==> src/rtl/boot_jam_pkg.sv <==
package boot_jam_pkg;

    typedef enum logic {
        JAM_JUMP,
        JAM_SLIDE
    } jam_mode_e;

    typedef enum logic [2:0] {
        ST_OPCODE,
        ST_ADDR_LO,
        ST_ADDR_HI,
        ST_SLIDE,
        ST_RELEASED
    } jam_state_e;

    typedef enum logic [1:0] {
        CYC_IDLE   = 2'b00,
        CYC_MEM_RD = 2'b01,
        CYC_MEM_WR = 2'b10,
        CYC_IO     = 2'b11
    } cyc_kind_e;

endpackage

==> src/rtl/boot_jam_match.sv <==
// Address comparator for the no-op slide: flags a fetch at the target.
module boot_jam_match #(
    parameter int unsigned      ADDR_W = 16,
    parameter logic [ADDR_W-1:0] TARGET = '0
) (
    input  logic [ADDR_W-1:0] addr,
    output logic              hit
);
    always_comb hit = (addr == TARGET);
endmodule

==> src/rtl/boot_jam_seq.sv <==
// Boot sequence controller: state register only.
module boot_jam_seq
    import boot_jam_pkg::*;
#(
    parameter jam_mode_e MODE = JAM_JUMP
) (
    input  logic       clk,
    input  logic       rst_n,
    input  logic       rd_done,
    input  logic       hit,
    output jam_state_e state
);
    localparam jam_state_e START = (MODE == JAM_JUMP) ? ST_OPCODE : ST_SLIDE;

    jam_state_e nxt;

    always_comb begin
        nxt = state;
        unique case (state)
            ST_OPCODE:   if (rd_done) nxt = ST_ADDR_LO;
            ST_ADDR_LO:  if (rd_done) nxt = ST_ADDR_HI;
            ST_ADDR_HI:  if (rd_done) nxt = ST_RELEASED;
            ST_SLIDE:    if (rd_done && hit) nxt = ST_RELEASED;
            ST_RELEASED: nxt = ST_RELEASED;
            default:     nxt = ST_RELEASED;
        endcase
    end

    always_ff @(posedge clk or negedge rst_n) begin
        if (!rst_n) state <= START;
        else        state <= nxt;
    end

    // release is terminal until reset
    p_release_sticky_r7: assert property (@(posedge clk) disable iff (!rst_n)
        (state == ST_RELEASED) |=> (state == ST_RELEASED));

    // cycles other than a finished memory read leave the state alone
    p_no_advance_r6: assert property (@(posedge clk) disable iff (!rst_n)
        !rd_done |=> $stable(state));
endmodule

==> src/rtl/boot_jam_drive.sv <==
// Output decode: what the block puts on the bus in each state.
module boot_jam_drive
    import boot_jam_pkg::*;
#(
    parameter int unsigned       ADDR_W = 16,
    parameter int unsigned       DATA_W = 8,
    parameter logic [ADDR_W-1:0] TARGET = '0,
    parameter logic [DATA_W-1:0] JMP_OP = 8'hC3,
    parameter logic [DATA_W-1:0] NOP_OP = 8'h00
) (
    input  logic              clk,
    input  logic              rst_n,
    input  jam_state_e        state,
    input  cyc_kind_e         kind,
    input  logic              hit,
    output logic              status_off,
    output logic              inhibit_mem,
    output logic              data_oe,
    output logic [DATA_W-1:0] data_out
);
    localparam logic [DATA_W-1:0] TGT_LO = TARGET[DATA_W-1:0];
    localparam logic [DATA_W-1:0] TGT_HI = DATA_W'(TARGET >> DATA_W);

    logic              is_rd;
    logic [DATA_W-1:0] byte_sel;

    always_comb begin
        is_rd      = (kind == CYC_MEM_RD);
        status_off = 1'b1;
        data_oe    = 1'b0;
        byte_sel   = '0;
        unique case (state)
            ST_OPCODE:  begin data_oe = is_rd;        byte_sel = JMP_OP; end
            ST_ADDR_LO: begin data_oe = is_rd;        byte_sel = TGT_LO; end
            ST_ADDR_HI: begin data_oe = is_rd;        byte_sel = TGT_HI; end
            ST_SLIDE:   begin data_oe = is_rd && !hit; byte_sel = NOP_OP; end
            default:    begin status_off = 1'b0; end
        endcase
        inhibit_mem = data_oe;
        data_out    = data_oe ? byte_sel : '0;
    end

    // memory is inhibited on every byte the block supplies
    p_oe_inhibit_r9: assert property (@(posedge clk) disable iff (!rst_n)
        data_oe |-> inhibit_mem);

    // the drivers open only during memory reads
    p_drive_on_read_r6: assert property (@(posedge clk) disable iff (!rst_n)
        data_oe |-> (kind == CYC_MEM_RD));

    // after release nothing is driven
    p_quiet_released_r7: assert property (@(posedge clk) disable iff (!rst_n)
        !status_off |-> (!data_oe && !inhibit_mem));
endmodule

==> src/rtl/boot_jammer.sv <==
module boot_jammer
    import boot_jam_pkg::*;
#(
    parameter int unsigned       ADDR_W = 16,
    parameter int unsigned       DATA_W = 8,
    parameter jam_mode_e         MODE   = JAM_JUMP,
    parameter logic [ADDR_W-1:0] TARGET = 16'hF800,
    parameter logic [DATA_W-1:0] JMP_OP = 8'hC3,
    parameter logic [DATA_W-1:0] NOP_OP = 8'h00
) (
    input  logic              clk,
    input  logic              rst_n,
    input  logic [1:0]        cyc_kind,
    input  logic              cyc_end,
    input  logic [ADDR_W-1:0] cyc_addr,
    output logic              status_off,
    output logic              inhibit_mem,
    output logic              data_oe,
    output logic [DATA_W-1:0] data_out
);
    cyc_kind_e  kind;
    logic       hit;
    logic       rd_done;
    jam_state_e state;

    always_comb begin
        kind    = cyc_kind_e'(cyc_kind);
        rd_done = cyc_end && (kind == CYC_MEM_RD);
    end

    boot_jam_match #(.ADDR_W(ADDR_W), .TARGET(TARGET)) u_match (
        .addr (cyc_addr),
        .hit  (hit)
    );

    boot_jam_seq #(.MODE(MODE)) u_seq (
        .clk     (clk),
        .rst_n   (rst_n),
        .rd_done (rd_done),
        .hit     (hit),
        .state   (state)
    );

    boot_jam_drive #(
        .ADDR_W(ADDR_W), .DATA_W(DATA_W), .TARGET(TARGET),
        .JMP_OP(JMP_OP), .NOP_OP(NOP_OP)
    ) u_drive (
        .clk         (clk),
        .rst_n       (rst_n),
        .state       (state),
        .kind        (kind),
        .hit         (hit),
        .status_off  (status_off),
        .inhibit_mem (inhibit_mem),
        .data_oe     (data_oe),
        .data_out    (data_out)
    );

    // a slide fetch at the target is never jammed
    p_target_free_r5: assert property (@(posedge clk) disable iff (!rst_n)
        (MODE == JAM_SLIDE && hit && kind == CYC_MEM_RD) |-> !data_oe);
endmodule

==> config.mk <==
export PLATFORM = sky130hd
export DESIGN_NAME = boot_jammer
export DESIGN_NICKNAME = d
export VERILOG_FILES = /design/src/rtl/boot_jam_pkg.sv /design/src/rtl/boot_jam_match.sv /design/src/rtl/boot_jam_seq.sv /design/src/rtl/boot_jam_drive.sv /design/src/rtl/boot_jammer.sv
export SDC_FILE = /design/constraint.sdc
export NUM_CORES = 1
export LEC_CHECK = 0
export ABC_AREA = 1
export BUFFER_PORTS_ARGS = -buffer_cell sky130_fd_sc_hd__buf_2
export CAP_MARGIN = 0
export CELL_PAD_IN_SITES_DETAIL_PLACEMENT = 0
export CELL_PAD_IN_SITES_GLOBAL_PLACEMENT = 1
export CORE_ASPECT_RATIO = 1.2
export CORE_MARGIN = 2
export CORE_UTILIZATION = 23
export DETAILED_ROUTE_END_ITERATION = 6
export PLACE_DENSITY = 0.85
export SLEW_MARGIN = 25
export SYNTH_ARGS = -nofsm -noshare
export SYNTH_HDL_FRONTEND = slang
export SYNTH_SLANG_ARGS = --single-unit
==> constraint.sdc <==
create_clock -name clk -period 3.23 [get_ports clk]
set_clock_uncertainty 0.1 [all_clocks]
set_input_delay 0.646 -clock clk [delete_from_list [all_inputs] [get_ports clk]]
set_output_delay 0.646 -clock clk [all_outputs]
set_load 0.02 [all_outputs]
Word level (Yosys, flattened, before mapping)
Cells that the tools add are included.
Widths: inputs -> output; s select.
Storage, ports and cells
  flip-flop bits (word level): 3
  logic and storage cells: 27
Operators by class
  eq/ne operators: 9
  muxes and demuxes: 9
  reduce and logical (&&, ||, !) cells: 8
Operator list (number)
  $eq 16x16->1 const B: 1
  $pmux 8 s2: 1
  $mux 3: 4
  $pmux 3 s4: 1
  $mux 8: 1
  $ne 2x2->1 const B: 4
  $eq 3x2->1 const B: 2
  $reduce_and 4->1: 1
  $reduce_or 4->1: 1
  $eq 3x1->1 const B: 1
  $logic_and 1x1->1: 3
  $logic_not 3->1: 1
  $reduce_or 3->1: 1
  $eq 2x1->1 const B: 1
  $pmux 1 s2: 1
  $logic_not 1->1: 1
  $mux 1: 1

Logic depth before layout (Yosys ltp)
Gate-level depths: netlist of the first run.
  depth in word-level cells: 5
  depth in mapped cells: 9
  depth with buffers taken out: 9

Cells and area by module
Synthesis of the first run repeated with hierarchy kept, for this count alone.
Unflattened totals
  cells, all modules: 67
  area total of the unflattened synthesis: 356.6 µm²
Modules (own cells, without submodules)
  boot_jam_seq: times used 1, cells each 19, area each 142.6 µm²
  boot_jam_drive: times used 1, cells each 20, area each 106.4 µm²
  boot_jam_match: times used 1, cells each 26, area each 97.6 µm²
  boot_jammer: times used 1, cells each 2, area each 10.0 µm²

Least setup slack after synthesis of the first run
No wires, ideal clock.
  kind: input to output
  from: input cyc_kind[0]
  to: output data_out[7]
  slack: 0.875 ns
  arrival time: 1.609 ns
  stages on the path: 5
  path buffers: 1
  cells stage by stage: inv_1 > nor2_2 > o211ai_1 > a21oi_1 > buf_4
Between the ends
  word-level cells in the longest chain between the ends: 4
RTL lines
  from (decl): line boot_jammer.sv:13  | input logic [1:0] cyc_kind,
  $eq 2x1->1 (*): line boot_jam_drive.sv:28  | is_rd = (kind == CYC_MEM_RD);
  $logic_and 1x1->1: line boot_jam_drive.sv:36  | ST_SLIDE: begin data_oe = is_rd && !hit; byte_sel = NOP_OP; end
  $pmux 1 s2 (*): line boot_jam_drive.sv:32  | unique case (state)
  $mux 8 (*): line boot_jam_drive.sv:40  | data_out = data_oe ? byte_sel : '0;
  to (decl): line boot_jammer.sv:19  | output logic [DATA_W-1:0] data_out
Every way passes the cells marked *; elsewhere a longest branch is shown, timed or not.

Worst setup path after layout of the first run
  from: input cyc_kind[1]
  to: output data_out[6]
The elaborated chain is that of the path after synthesis.

==> results.ini, run 1 <==
[detailed_routing]
vias_per_cell=4.04
drt_pass1_iterations=4
drt_iter0_drc=5
wl_per_cell_um=7.44
drc_errors=0
ant_nets=0
vias=436
drt-total-wl_um=804

[placement]
gp_congestion=0.669
port_buffers=30
place_area_um2=490

[yosys]
synthTopCellsByArea=dfrtp_1 21%, nand2_1 20%, buf_4 12%
yosysTopAreaCell=dfrtp_1
synthesis.area_um2=364
yosysTopAreaCellShare_pct=20.6
synth_most_common_cell=nand2_1
ys_types=16
synth_commonest_cells=19 x nand2_1, 12 x nor2_1, 8 x inv_1, 6 x buf_4, 5 x nand4_1
ys.flop_type=dfrtp_1
synth-edff-count=0
yosysSeqAreaShare_pct=20.6
synth-seq-cells=3
synth_warnings=0
synth_nets=84
synthArstFlopShare_pct=100
syn_inst=63
synth.avg_cell_area_um2=5.78

[sta]
finalHoldViolations=0
min_period_over_period_pct=68.4
rsz0062_at_grt=false
slew_viol_final=0
max_freq_mhz=453
fin_setup_tns_ps=0
setup_viol=0
timing.final.crit_period_ps=2210

[pwr]
powerDensity_mw_per_mm2=238
power.share.sequential_pct=30.7
p_int_w=0.0000950
peakVddDrop_v=0.000146
p_leak_nw=0.333
sw_frac_of_total_pct=22.9
power_frac_clock_pct=52.4
combPwrFrac_pct=16.9
p_sw_w=0.0000282
total_power_w=0.000123

[global_routing]
overflow=0
gr-usage-all-layers_pct=9.13
antenna_found_initial=0
grt_start_max_net_pins=9
grt_pass1_wl_mm=1.18
grt_pass1_vias=331

[worst_setup_path]
worstSetupPathType=input pin to output pin
critPathLaunch=cyc_kind[1]
crit_chain=buf_2, nor2_2, o211ai_1, a21oi_1, buf_2
crit_fanout=5
r2r-start=u_seq.state[0]
cpMostUsedCell=buf_2
cp-end-kind=output pin
slowest_stage=nor2_2
cp.arrival_ps=1460
crit_family=compound AO/OA/AOI/OAI gates
critPathBufInv=2
slowest_delay_ps=190
critPathRequiredTime_ps=2480
startpoint_type=input pin

[floorplanning]
core-area_mm2=0.00146
initial_core_util_pct=24.9
die-area_mm2=0.00192
die_h_um=47.6
num_rows=15
dieWidth_um=40.3
ios=32

[clock_network]
cts_tree=yes
cts_made_buffers=3
cts_max_path_buffers=2
path_clk_slew_ps=40
ctsHoldBuffers=0
clock_latency_ps=230
cts.sinks=3
cts_setup_buffers=0
htree_levels=1
root_buffer=clkbuf_4
cts_resized=0

[cells_and_area]
largestRegisters=u_seq.state (3)
largest-register=u_seq.state
largest_reg_flops=3
drive_gt1_share_pct=40.7
post-route-cell-area_um2=517
synthToLayoutAreaGrowth_pct=41.9
n_antenna_cell=0
fin_util_pct=35.3
fill_cells=168
layout.nets=113

[job]
drv_cap=0

[status]
outcome=complete, no violations

[hold_path]
min_path_type=input pin to async pin

## cells by family (layout without fill, tap and decap cells)
| group | count (synthesis) | in the layout | synth area share (%) |
|---|---|---|---|
| buf+inv | 16 | 44 | 22.7 |
| flops | 3 | 3 | 20.6 |
| simple gates | 40 | 40 | 50.9 |
| other cells | 1 | 1 | 1.03 |
| compound gates | 3 | 3 | 4.81 |
## power by group through the flow
stage	logic [W]	clock network, W	registers (W)
finish	0.0000209	0.0000645	0.0000378
global route	0.0000243	0.0000712	0.0000377
CTS	0.0000212	0.0000684	0.0000378
detailed placement	0.0000211	0	0.0000383
global placement	0.0000210	0	0.0000383
floorplan	0.00000901	0	0.0000383
## routing by layer
metal	up-vias	global-route usage [%]	wire, um
li1	245	-	-
met3	0	1.40	71
met4	0	8.00	0
met2	17	13.7	376
met1	174	11.1	356
met5	-	0	0
## final cells by class
cell class	count	area [um^2]	share of cell area, %
Tap cell	17	21.3	4.12
Clock buffer	4	26.3	5.08
Inverter	10	37.5	7.26
Multi-Input combinational cell	44	206	40.0
Timing Repair Buffer	30	150	29.1
Sequential cell	3	75.1	14.5
## cell usage in the layout, fill, tap and decap left out
cell type and count:
a21oi_1 1, buf_2 30, clkbuf_1 1, clkbuf_4 3
clkinv_1 1, conb_1 1, dfrtp_1 3, inv_1 8
inv_2 1, nand2_1 19, nand3_1 1, nand3_2 1
nand4_1 5, nor2_1 12, nor2_2 1, nor3_4 1
o211ai_1 1, o21ai_0 1
## worst paths after layout
path	end	slack, ps	cells past startpoint
max in group asynchronous	u_seq.state[1]	2820	1
worst min register to register	u_seq.state[0]	450	2
worst min-delay path	u_seq.state[0]	100	1
worst max register to register	u_seq.state[0]	2110	6
min in group clk	u_seq.state[0]	450	2
worst max-delay path	data_out[6]	1020	5
## stage by stage
| stage | setup slack [ps] | hold slack, ps | cells |
|---|---|---|---|
| floorplan | 875 | 250 | 63 |
| global placement | 1020 | 342 | 104 |
| detailed placement | 1010 | 343 | 104 |
| CTS | 1010 | 93.7 | 108 |
| global route | 916 | 92.0 | 108 |
| finish | 1020 | 102 | 108 |
Note: power is estimated with default switching activity, not from simulation.
==> run 2, diff against run 1 <==
--- a/config.mk
+++ b/config.mk
@@ -5,16 +5,15 @@
 export SDC_FILE = /design/constraint.sdc
 export NUM_CORES = 1
 export LEC_CHECK = 0
-export ABC_AREA = 1
+export ABC_AREA = 0
 export BUFFER_PORTS_ARGS = -buffer_cell sky130_fd_sc_hd__buf_2
 export CAP_MARGIN = 0
 export CELL_PAD_IN_SITES_DETAIL_PLACEMENT = 0
 export CELL_PAD_IN_SITES_GLOBAL_PLACEMENT = 1
-export CORE_ASPECT_RATIO = 1.2
 export CORE_MARGIN = 2
-export CORE_UTILIZATION = 23
+export CORE_UTILIZATION = 20
 export DETAILED_ROUTE_END_ITERATION = 6
-export PLACE_DENSITY = 0.85
+export PLACE_DENSITY = 0.79
 export SLEW_MARGIN = 25
 export SYNTH_ARGS = -nofsm -noshare
 export SYNTH_HDL_FRONTEND = slang
==> constraint.sdc (replaced) <==
create_clock -name clk -period 2.05 [get_ports clk]
set_clock_uncertainty 0.1 [all_clocks]
set_input_delay 0.41 -clock clk [delete_from_list [all_inputs] [get_ports clk]]
set_output_delay 0.41 -clock clk [all_outputs]
set_load 0.02 [all_outputs]
==> results.ini, run 2 <==
[global_routing]
grt_pass1_wl_mm=1.10  ; -6.4%
grt_pass1_vias=317  ; -4.2%
gr-usage-all-layers_pct=8.11  ; -1.0 points
antenna_found_initial=0  ; unchanged
overflow=0  ; unchanged
grt_start_max_net_pins=10  ; +1

[sta]
max_freq_mhz=530
finalHoldViolations=0  ; unchanged
slew_viol_final=0  ; unchanged
timing.final.crit_period_ps=1890
setup_viol=0  ; unchanged
min_period_over_period_pct=92.1
setup_ws_ps=163  ; -859 ps
rsz0062_at_grt=false
fin_setup_tns_ps=0  ; unchanged

[yosys]
ys_types=18  ; +2
synthesis.area_um2=292  ; -20%
syn_inst=35  ; -44%
synth_most_common_cell=buf_4
synth_warnings=0  ; unchanged
yosysTopAreaCellShare_pct=25.8  ; +5.1 points
synthTopCellsByArea=dfrtp_1 26%, buf_4 15%, mux2i_1 6.9%
synthArstFlopShare_pct=100  ; unchanged
ys.flop_type=dfrtp_1
synth_nets=56  ; -33%
yosysTopAreaCell=dfrtp_1
synth.avg_cell_area_um2=8.33  ; +44%
synth-seq-cells=3  ; unchanged
yosysSeqAreaShare_pct=25.8  ; +5.1 points
synth_commonest_cells=6 x buf_4, 3 x dfrtp_1, 3 x inv_1, 3 x nor2_1, 3 x nor3_1
synth-edff-count=0  ; unchanged

[cells_and_area]
layout.nets=85  ; -25%
synthToLayoutAreaGrowth_pct=54.9
fin_util_pct=33.9  ; -1.4 points
largest-register=u_seq.state
multi_input_area_um2=160  ; -22%
regArea_um2=75.1  ; unchanged
largestRegisters=u_seq.state (3)
largest_reg_flops=3  ; unchanged
post-route-cell-area_um2=452  ; -13%
fill_cells=155  ; -7.7%
drive_gt1_share_pct=58.7  ; +18 points
final_cell_mix=30 x buf_2, 3 x inv_1, 3 x nor2_1, 3 x clkbuf_4, 3 x dfrtp_1
n_antenna_cell=0  ; unchanged
mostFrequentLayoutCell=buf_2

[floorplanning]
die-area_mm2=0.00178  ; -7.3%
core-area_mm2=0.00133  ; -8.9%
dieWidth_um=42.2  ; +4.6%
die_h_um=42.2  ; -11%
initial_core_util_pct=21.9  ; -3.0 points
ios=32  ; unchanged
num_rows=13  ; -2

[worst_setup_path]
worstSetupPathType=input pin to output pin
slowest_stage=nor4_1
r2r_end=u_seq.state[2]
cp.depth=5  ; unchanged
r2r-start=u_seq.state[1]
r2r_cells=3  ; -3
cp-end-kind=output pin
critPathBufInv=2  ; unchanged
slowest_delay_ps=300  ; +110 ps
endpoint=data_oe
crit_chain=buf_2, nor4_1, and4_4, a31oi_1, buf_2
startpoint_type=input pin
crit_family=simple AND/OR/NAND/NOR gates
cpMostUsedCell=buf_2
rrSetupSlack_ps=890  ; -1220 ps
cp.arrival_ps=1380  ; -80 ps
critPathLaunch=cyc_addr[2]
critPathRequiredTime_ps=1540  ; -940 ps
crit_fanout=4  ; -1

[placement]
port_buffers=30  ; unchanged
dpl_worst_slack_ps=157  ; -852 ps
dp_hpwl_um=586
place_area_um2=415  ; -15%
gp_congestion=0.645  ; -3.6%

[clock_network]
root_buffer=clkbuf_4
cts_setup_buffers=0  ; unchanged
cts_resized=0  ; unchanged
clock_latency_ps=230  ; about the same
cts.sinks=3  ; unchanged
cts_max_path_buffers=2  ; unchanged
cts_made_buffers=3  ; unchanged
htree_levels=1  ; unchanged
cts_tree=yes
path_clk_slew_ps=40  ; about the same

[status]
outcome=complete, no violations

[detailed_routing]
drc_errors=0  ; unchanged
vias_per_cell=4.71  ; +17%
vias=367  ; -16%
drt_iter0_drc=13  ; +8
drt-total-wl_um=662  ; -18%
ant_nets=0  ; unchanged
wl_per_cell_um=8.49  ; +14%
drt_pass1_iterations=6  ; +2

[hold_path]
min_path_type=input pin to async pin

[job]
drv_cap=0  ; unchanged

[pwr]
powerDensity_mw_per_mm2=812  ; +240%
peakVddDrop_v=0.000206  ; +41%
p_leak_nw=0.260  ; -22%

==> run 2: cell types whose count changed in the layout (fill, tap and decap cells not counted), moves of 2 or more <==
cell / delta
nor3_1: +2
nand4_1: -5
nand2_1: -19
o22ai_1: +2
mux2i_1: +2
nor4bb_1: +2
inv_1: -5
nor2_1: -9
==> run 2: area by class of cell <==
| cell class | instances | share of cell area (%) |
|---|---|---|
| Timing Repair Buffer | 31 | 35.5 |
| Multi-Input combinational cell | 22 | 35.5 |
| Sequential cell | 3 | 16.6 |
| Inverter | 3 | 2.49 |
| Clock buffer | 4 | 5.82 |
| Tap cell | 15 | 4.16 |
==> run 2: worst min path at each step <==
stage / start / end / cells past startpoint
after detailed placement: rst_n / u_seq.state[0] / 1
final: rst_n / u_seq.state[1] / 2
after floorplan: rst_n / u_seq.state[0] / 0
after global placement: rst_n / u_seq.state[0] / 1
after CTS: rst_n / u_seq.state[1] / 2
after global routing: rst_n / u_seq.state[0] / 2
==> run 2: through the flow <==
stage                     hold WS [ps]  power [W]  instances
after floorplan                   14.4   0.000224         35
after global placement             107   0.000263         73
after detailed placement           107   0.000266         73
after CTS                          393   0.000373         78
after global routing               415   0.000393         78
final                              398   0.000367         78
==> run 2: cells by family (layout without fill, tap and decap cells) <==
logic type | after synthesis | in the layout | synth area share (%)
AO/OA/AOI/OAI | 4 | 4 | 9.87
buffers and inverters | 10 | 38 | 21.0
flip-flops | 3 | 3 | 25.8
multiplexers | 2 | 2 | 6.87
other | 1 | 1 | 1.29
AND/OR/NAND/NOR | 15 | 15 | 35.2
==> run 2: repair_timing <==
| action | CTS | global route |
|---|---|---|
| endpoints found under the hold margin | 3 | 0 |
| hold buffers | 1 | 0 |
| setup endpoints to repair | 0 | 0 |
==> run 2: report_power, final <==
group          internal (W)  switching [W]  total, W
registers         0.0000781      0.0000286  0.000107
clock network     0.0000730      0.0000311  0.000104
logic             0.0000662      0.0000897  0.000156
==> run 2: layer usage <==
metal | vias up | part of all wire [%] | global-route usage (%)
met2 | 31 | 48 | 15.4
met3 | 0 | 18 | 3.88
met5 | - | 0 | 0
met4 | 0 | 0 | 3.75
met1 | 161 | 34 | 6.98
li1 | 175 | - | -
